$ cat config.mk
export PLATFORM = sky130hd
export DESIGN_NAME = bulk_in_seq_tracker
export DESIGN_NICKNAME = d
export VERILOG_FILES = /design/src/rtl/bbs_pkg.sv /design/src/rtl/bbs_window.sv /design/src/rtl/bbs_sat_ctr.sv /design/src/rtl/bulk_in_seq_tracker.sv
export SDC_FILE = /design/constraint.sdc
export NUM_CORES = 1
export LEC_CHECK = 0
export BUFFER_PORTS_ARGS = -buffer_cell sky130_fd_sc_hd__buf_2
export CORE_MARGIN = 3
export CORE_UTILIZATION = 25
export CTS_BUF_LIST = sky130_fd_sc_hd__clkbuf_4 sky130_fd_sc_hd__clkbuf_8 sky130_fd_sc_hd__clkbuf_16
export DETAILED_ROUTE_END_ITERATION = 12
export HOLD_SLACK_MARGIN = 0.12
export PLACE_DENSITY = 0.46
export SLEW_MARGIN = 20
export SYNTH_ARGS = -nofsm -noshare
export SYNTH_HDL_FRONTEND = slang
export SYNTH_SLANG_ARGS = --single-unit
$ cat constraint.sdc
create_clock -name clk -period 2.1 [get_ports clk]
set_input_delay 0.42 -clock clk [delete_from_list [all_inputs] [get_ports clk]]
set_output_delay 0.42 -clock clk [all_outputs]
set_load 0.02 [all_outputs]
$ cat src/rtl/bbs_pkg.sv
package bbs_pkg;
    typedef enum logic [1:0] {
        ST_IDLE,
        ST_SEND,
        ST_RECV,
        ST_FLOW
    } bbs_state_e;
endpackage

$ cat src/rtl/bbs_window.sv
module bbs_window #(
    parameter int BURST_W = 5,
    parameter int CNT_W   = 5
) (
    input  logic [BURST_W-1:0] max_burst,
    input  logic [CNT_W-1:0]   remaining,
    output logic [CNT_W-1:0]   nump
);
    localparam int MW = (BURST_W > CNT_W) ? BURST_W : CNT_W;

    logic [MW-1:0] burst_ext;
    logic [MW-1:0] rem_ext;
    logic [MW-1:0] pick;

    assign burst_ext = MW'(max_burst);
    assign rem_ext   = MW'(remaining);
    assign pick      = (burst_ext < rem_ext) ? burst_ext : rem_ext;
    assign nump      = pick[CNT_W-1:0];
endmodule

$ cat src/rtl/bbs_sat_ctr.sv
module bbs_sat_ctr #(
    parameter int W = 4
) (
    input  logic         clk,
    input  logic         rst,
    input  logic         inc,
    output logic [W-1:0] count
);
    localparam logic [W-1:0] TOP = '1;

    always_ff @(posedge clk) begin
        if (rst) begin
            count <= '0;
        end else if (inc && count != TOP) begin
            count <= count + 1'b1;
        end
    end
endmodule

$ cat src/rtl/bulk_in_seq_tracker.sv
module bulk_in_seq_tracker
    import bbs_pkg::*;
#(
    parameter int SEQ_W   = 5,
    parameter int CNT_W   = 5,
    parameter int BURST_W = 5,
    parameter int MAX_PKT = 1024,
    parameter int ERR_W   = 4,
    localparam int LEN_W  = $clog2(MAX_PKT + 1)
) (
    input  logic               clk,
    input  logic               rst,
    input  logic [BURST_W-1:0] cfg_max_burst,
    input  logic               start,
    input  logic [CNT_W-1:0]   start_nump,
    input  logic               dp_valid,
    input  logic [SEQ_W-1:0]   dp_seq,
    input  logic [LEN_W-1:0]   dp_len,
    input  logic               dp_crc_ok,
    input  logic               dp_eob,
    input  logic               nrdy,
    input  logic               erdy,
    output logic               ack_valid,
    output logic [SEQ_W-1:0]   ack_seq,
    output logic [CNT_W-1:0]   ack_nump,
    output logic               ack_retry,
    output logic               busy,
    output logic [ERR_W-1:0]   err_count
);
    localparam logic [LEN_W-1:0] FULL_LEN = LEN_W'(MAX_PKT);
    localparam logic [CNT_W-1:0] LAST_ONE = CNT_W'(1);

    bbs_state_e       state_q, state_d;
    bbs_state_e       after_q, after_d;
    logic [SEQ_W-1:0] exp_q, exp_d;
    logic [CNT_W-1:0] rem_q, rem_d;
    logic             retry_q, retry_d;
    logic             err_inc;
    logic             in_order;
    logic             is_short;
    logic [CNT_W-1:0] win_nump;

    assign in_order = (dp_seq == exp_q);
    assign is_short = (dp_len < FULL_LEN);

    bbs_window #(
        .BURST_W (BURST_W),
        .CNT_W   (CNT_W)
    ) u_window (
        .max_burst (cfg_max_burst),
        .remaining (rem_q),
        .nump      (win_nump)
    );

    bbs_sat_ctr #(
        .W (ERR_W)
    ) u_err_ctr (
        .clk   (clk),
        .rst   (rst),
        .inc   (err_inc),
        .count (err_count)
    );

    // State register process
    always_ff @(posedge clk) begin
        if (rst) begin
            state_q <= ST_IDLE;
            after_q <= ST_IDLE;
            exp_q   <= '0;
            rem_q   <= '0;
            retry_q <= 1'b0;
        end else begin
            state_q <= state_d;
            after_q <= after_d;
            exp_q   <= exp_d;
            rem_q   <= rem_d;
            retry_q <= retry_d;
        end
    end

    // Transition logic
    always_comb begin
        state_d = state_q;
        after_d = after_q;
        exp_d   = exp_q;
        rem_d   = rem_q;
        retry_d = retry_q;
        err_inc = 1'b0;
        unique case (state_q)
            ST_IDLE: begin
                if (start && start_nump != '0) begin
                    rem_d   = start_nump;
                    retry_d = 1'b0;
                    after_d = ST_RECV;
                    state_d = ST_SEND;
                end
            end
            ST_SEND: begin
                state_d = after_q;
            end
            ST_RECV: begin
                if (dp_valid) begin
                    if (retry_q && !in_order) begin
                        // late packet of a rewound burst: dropped
                        state_d = ST_RECV;
                    end else if (!dp_crc_ok || !in_order) begin
                        retry_d = 1'b1;
                        err_inc = 1'b1;
                        after_d = ST_RECV;
                        state_d = ST_SEND;
                    end else begin
                        exp_d   = exp_q + 1'b1;
                        rem_d   = rem_q - 1'b1;
                        retry_d = 1'b0;
                        state_d = ST_SEND;
                        if (rem_q == LAST_ONE || is_short) begin
                            after_d = ST_IDLE;
                        end else if (dp_eob) begin
                            after_d = ST_FLOW;
                        end else begin
                            after_d = ST_RECV;
                        end
                    end
                end else if (nrdy) begin
                    state_d = ST_FLOW;
                end
            end
            ST_FLOW: begin
                if (erdy) begin
                    after_d = ST_RECV;
                    state_d = ST_SEND;
                end
            end
            default: state_d = ST_IDLE;
        endcase
    end

    // Output process
    always_comb begin
        ack_valid = (state_q == ST_SEND);
        ack_seq   = exp_q;
        ack_nump  = win_nump;
        ack_retry = retry_q;
        busy      = (state_q != ST_IDLE);
    end
endmodule

Word level (Yosys, flattened, before mapping)
Index checks and enable logic that the tools add are counted.
W data, S select, Z words.

word-level totals
  register bits after elaboration = 19
  output and inout port bits = 17
  logic and storage cells = 70
  bits of input ports = 34

operators by class
  multiplexer cells = 28
  equal/unequal tests = 12
  reductions and logical operators = 17
  magnitude comparators = 2
  $add $sub $neg = 3
  bitwise gates (word level) = 2

operators with widths
  cell                    number
  $mux W5                 5
  $mux W2                 11
  $lt A11 B11 Y1 const B  1
  $ne A2 B2 Y1 const B    5
  $pmux W5 S2             1
  $reduce_and A5 Y1       2
  $mux W1                 8
  $pmux W2 S4             1
  $reduce_and A4 Y1       2
  $pmux W2 S3             1
  $add A5 B1 Y5 const B   1
  $eq A5 B1 Y1 const B    1
  $eq A5 B5 Y1            1
  $lt A5 B5 Y1            1
  $reduce_bool A5 Y1      1
  $sub A5 B1 Y5 const B   1
  $add A4 B1 Y4 const B   1
  $eq A2 B2 Y1 const B    2
  $ne A4 B4 Y1 const B    1
  $reduce_bool A2 Y1      2
  $logic_and A1 B1 Y1     3
  $ne A3 B3 Y1 const B    1
  $reduce_and A3 Y1       1
  $reduce_bool A3 Y1      1
  6 further kinds         9

Longest topological paths before layout
  depth after elaboration = 8
  mapped depth = 9

By module
Synthesis repeated with hierarchy kept, for this count alone.

second synthesis, totals
  cell total of the unflattened synthesis = 168
  area, all modules = 1460.2 um^2

modules (own cells, without submodules)
  module               area an instance (um^2)  instances  sequential area each (um^2)  cells an instance
  bulk_in_seq_tracker  1076.0                   1          300.3                        127
  bbs_sat_ctr          209.0                    1          80.1                         20
  bbs_window           175.2                    1          0.0                          21

Worst setup path after synthesis
OpenSTA, ideal clock, no wires.

  path type = register -> output
  start point = reg rem_q[4]
  end point = out ack_nump[4]
  required time = 1.680 ns
  path buffers = 1
  slack = 0.154 ns
  arrival = 1.526 ns
  stages on the path, launching flop included = 7
  cells stage by stage = dfxtp_1 -> inv_1 -> ha_1 -> clkbuf_1 -> a32o_1 -> a21oi_1 -> nand3_1

between the ends
  longest elaborated chain between the ends = 2

ends and longest elaborated chain
  item                    line                       RTL
  from (decl)             bulk_in_seq_tracker.sv:36  logic [CNT_W-1:0] rem_q, rem_d;
  from (signal assigned)  bulk_in_seq_tracker.sv:76  rem_q <= rem_d;
  $lt A5 B5 Y1            bbs_window.sv:17           assign pick = (burst_ext < rem_ext) ? burst_ext : rem_ext;
  $mux W5 *               bbs_window.sv:17
  to (decl)               bulk_in_seq_tracker.sv:25  output logic [CNT_W-1:0] ack_nump,

Every way passes the cells marked *; elsewhere a longest branch is shown, timed or not.

Worst setup path in the final report
  start point = reg rem_q[1]
  end point = out ack_nump[4]

between the ends
  longest elaborated chain between the ends = 2

ends and longest elaborated chain
  item          line
  $lt A5 B5 Y1  bbs_window.sv:17
  $mux W5       bbs_window.sv:17

Every way passes these cells.

==> flow_summary.ini <==
[detailed_routing]
post_drt_wl_per_cell_um = 12.94
met2WireLength_mm = 1.937
drt_iter0_markers = 56
met3WireLength_um = 211
finalWirelength_mm = 4.323
dr_total_vias = 1607
top_layer_used = met4
ant_nets = 0
drc = 0
drt_pre_antenna_iters = 4
wl_met1_mm = 2.153
viasPerCell = 4.811

[floorplan]
design.portCount = 51
num_rows = 28
dieHeight_um = 85.48
floorplan.die_area_mm2 = 0.007306
chipWidth_um = 85.48
initial_core_utilization_pct = 26.20
core_area_mm2 = 0.006026

[clock_tree]
number_of_buffers_inserted_during_clock_tree_synthesis = 3
clk-insertion-delay-late_ps = 260
tritoncts_clock_tree = built
cts_root_buffer = clkbuf_8
worst_setup_hold_path_clk_slew_ps = 70
maximum_buffer_depth_of_the_clock_tree = 2
ctsHtreeMaxLevel = 1
clock_sinks = 19
cts.hold.buffers_added = 0

[synthesis]
yosysSeqAreaShare_pct = 24.09
area_share_of_fa_ha_maj_cells_after_synthesis_pct = 9.509
postSynth.asyncResetShare_pct = 0
synth_xor_xnor_area_share_pct = 4.437
ffs_latches_synth = 19
synth_top_cells_by_area = dfxtp_1 (24%), ha_1 (9.5%), nand3_1 (5.1%)
post_synth_num_cell_types = 43
syn_nets = 253
synth_cells = 207
synth-simple-area-share_pct = 28.92
synth.most_common_cell = dfxtp_1
synth_top_family_by_area = simple AND/OR/NAND/NOR gates
synth_top_cell_area_share_pct = 24.09
synth-edff-count = 0
cell_type_contributing_the_most_total_cell_area_after_synthesis = dfxtp_1
syn-cell-area_mm2 = 0.001579
synth-compound-area-share_pct = 21.71
synthMuxAreaShare_pct = 5.309
synth_commonest_cells = dfxtp_1 (19), nor2_1 (17), nand3_1 (16)
synth_top_flop_cell = dfxtp_1
synth_area_per_cell_um2 = 7.628
yosysWarnings = 0

[cells_and_area]
post_route_cells_drive_above_1_share_pct = 33.20
fin_util_pct = 35.20
antenna_diode_count = 0
layout-area-overhead-vs-synth_pct = 34.31
fin_nets = 306

[global_route]
antenna_found_initial = 0
first_pass_grt_wire_length_mm = 7.424
via_count_of_the_first_global_routing_pass = 1537
grt_start_max_net_pins = 31
globalRouteTotalUtil_pct = 12.22
grt.overflow.total = 0

[outcome]
run_status = completed

[timing]
worst_case_setup_margin_in_the_final_layout_ps = 46.73
timing.clock.skew_ps = 2.148
fin_crit_ps = 2053
setup_viol_count_final = 0
hold_violations_final = 0
fmax_mhz = 487.0
slew_headroom_pct = 57.68
timing_worst_slew_pin_value_ps = 626.6
maxSlewViolCount = 0
grt_setup_unrepaired = true
finalCritPeriodShare_pct = 97.77

[worst_setup_path]
worst_path_fanout_max = 5
cp_arrival_ps = 1630
worst-setup-path-type = flop to output pin
reg2reg_slack_ps = 160
worst_setup_sp_type = flop
setup.worst_path.end_class = output pin
cp_data_required_time_ps = 1680

[placed_design]
placement.setup.worst_slack_ps = 3.167
hpwlAfterDp_mm = 3.312
port-buffer-count = 40
routabilityCongestion = 0.7179

[power]
power.leakage_nw = 0.9166
total_power_mw = 1.151
power_per_cell_area_mw_per_mm2 = 542.5
vdd_drop_max_v = 0.0002770

[min_path]
worst_hold_path_type = flop to flop

[flow_run]
cap_viol_max_count = 0
==> final cells by class <==
| class | count | area (um^2) |
|---|---|---|
| Clock buffer | 4 | 48.80 |
| Fill cell | 654 | 3905 |
| Inverter | 13 | 48.80 |
| Multi-Input combinational cell | 163 | 1167 |
| Sequential cell | 19 | 382.9 |
| Tap cell | 75 | 93.84 |
| Timing Repair Buffer | 60 | 379.1 |
==> flip-flops by register name, indices dropped and copies added (netlist names) <==
signal / flops
after_q: 2
u_err_ctr.count: 4
state_q: 2
ack_retry: 1
ack_seq: 5
rem_q: 5
==> layout by cell type (no fill, tap or decap), drive strengths merged, types with 2 or more instances in the layout <==
master,synthesis,final
o32ai,2,2
or4,2,2
ha,12,12
nor2b,5,5
a311oi,2,2
o21ai,12,12
clkbuf,11,4
nand2,5,5
o211ai,2,2
o2bb2ai,2,2
xnor2,7,7
a21o,4,4
a31oi,3,3
nor3,6,6
a211oi,2,2
dfxtp,19,19
o31ai,3,3
mux2,3,3
mux2i,5,5
nor2,17,17
nand3,17,17
nand2b,11,11
and3,3,3
buf,1,60
nand4,6,6
a21boi,2,2
inv,13,13
a21oi,11,11
nor3b,7,7
==> per-stage QoR <==
| stage | setup TNS (ps) | hold WS (ps) | area, um^2 | cells |
|---|---|---|---|---|
| CTS | 0 | 487.6 | 2036 | 332 |
| floorplan | 0 | 449.8 | 1579 | 207 |
| finish | 0 | 482.4 | 2121 | 334 |
| global route | -177.7 | 504.8 | 2121 | 334 |
| global placement | 0 | 469.9 | 1962 | 328 |
| detailed placement | 0 | 475.4 | 1962 | 328 |
==> path summary, 6_finish.rpt <==
path                    from          end  cells after the start
setup / recovery    rem_q[1]  ack_nump[4]                      8
hold / removal    after_q[0]   after_q[0]                      2
setup reg to reg  state_q[0]   state_q[0]                      8
hold reg to reg   after_q[0]   after_q[0]                      2
==> metal layers <==
metal,global-route usage [%],vias up
li1,-,859
met1,16.79,710
met2,19.77,36
met3,2.136,2
met4,3.022,0
met5,0,-
==> cells by family after synthesis <==
logic type                 Yosys count
muxes                                8
adders and majority gates           12
buffers and inverters               25
AOI/OAI and AO/OA                   52
and+or+nand+nor                     83
xor gates and xnor gates             8
DFF                                 19
==> worst max-delay path, cell delays in order (launching register included) <==
cell and delay [ps]:
dfxtp_2 340, inv_2 50, ha_4 220, a21o_1 180, a21oi_1 120, buf_4 150, o211ai_1 80, nand3_1 110
buf_6 120
==> power breakdown <==
part / internal (mW) / switching (mW)
clock network: 0.148 / 0.127
registers: 0.379 / 0.0123
logic: 0.219 / 0.265
total: 0.746 / 0.405
==> what timing repair did <==
| item | 4_1_cts | 5_1_grt |
|---|---|---|
| gates resized for setup | 7 | 25 |
| cloned | 0 | 1 |
| endpoints found under the setup margin | 5 | 11 |
| setup buffers | 0 | 1 |
| pin swaps | 1 | 10 |
(Power assumes the default switching activity.)
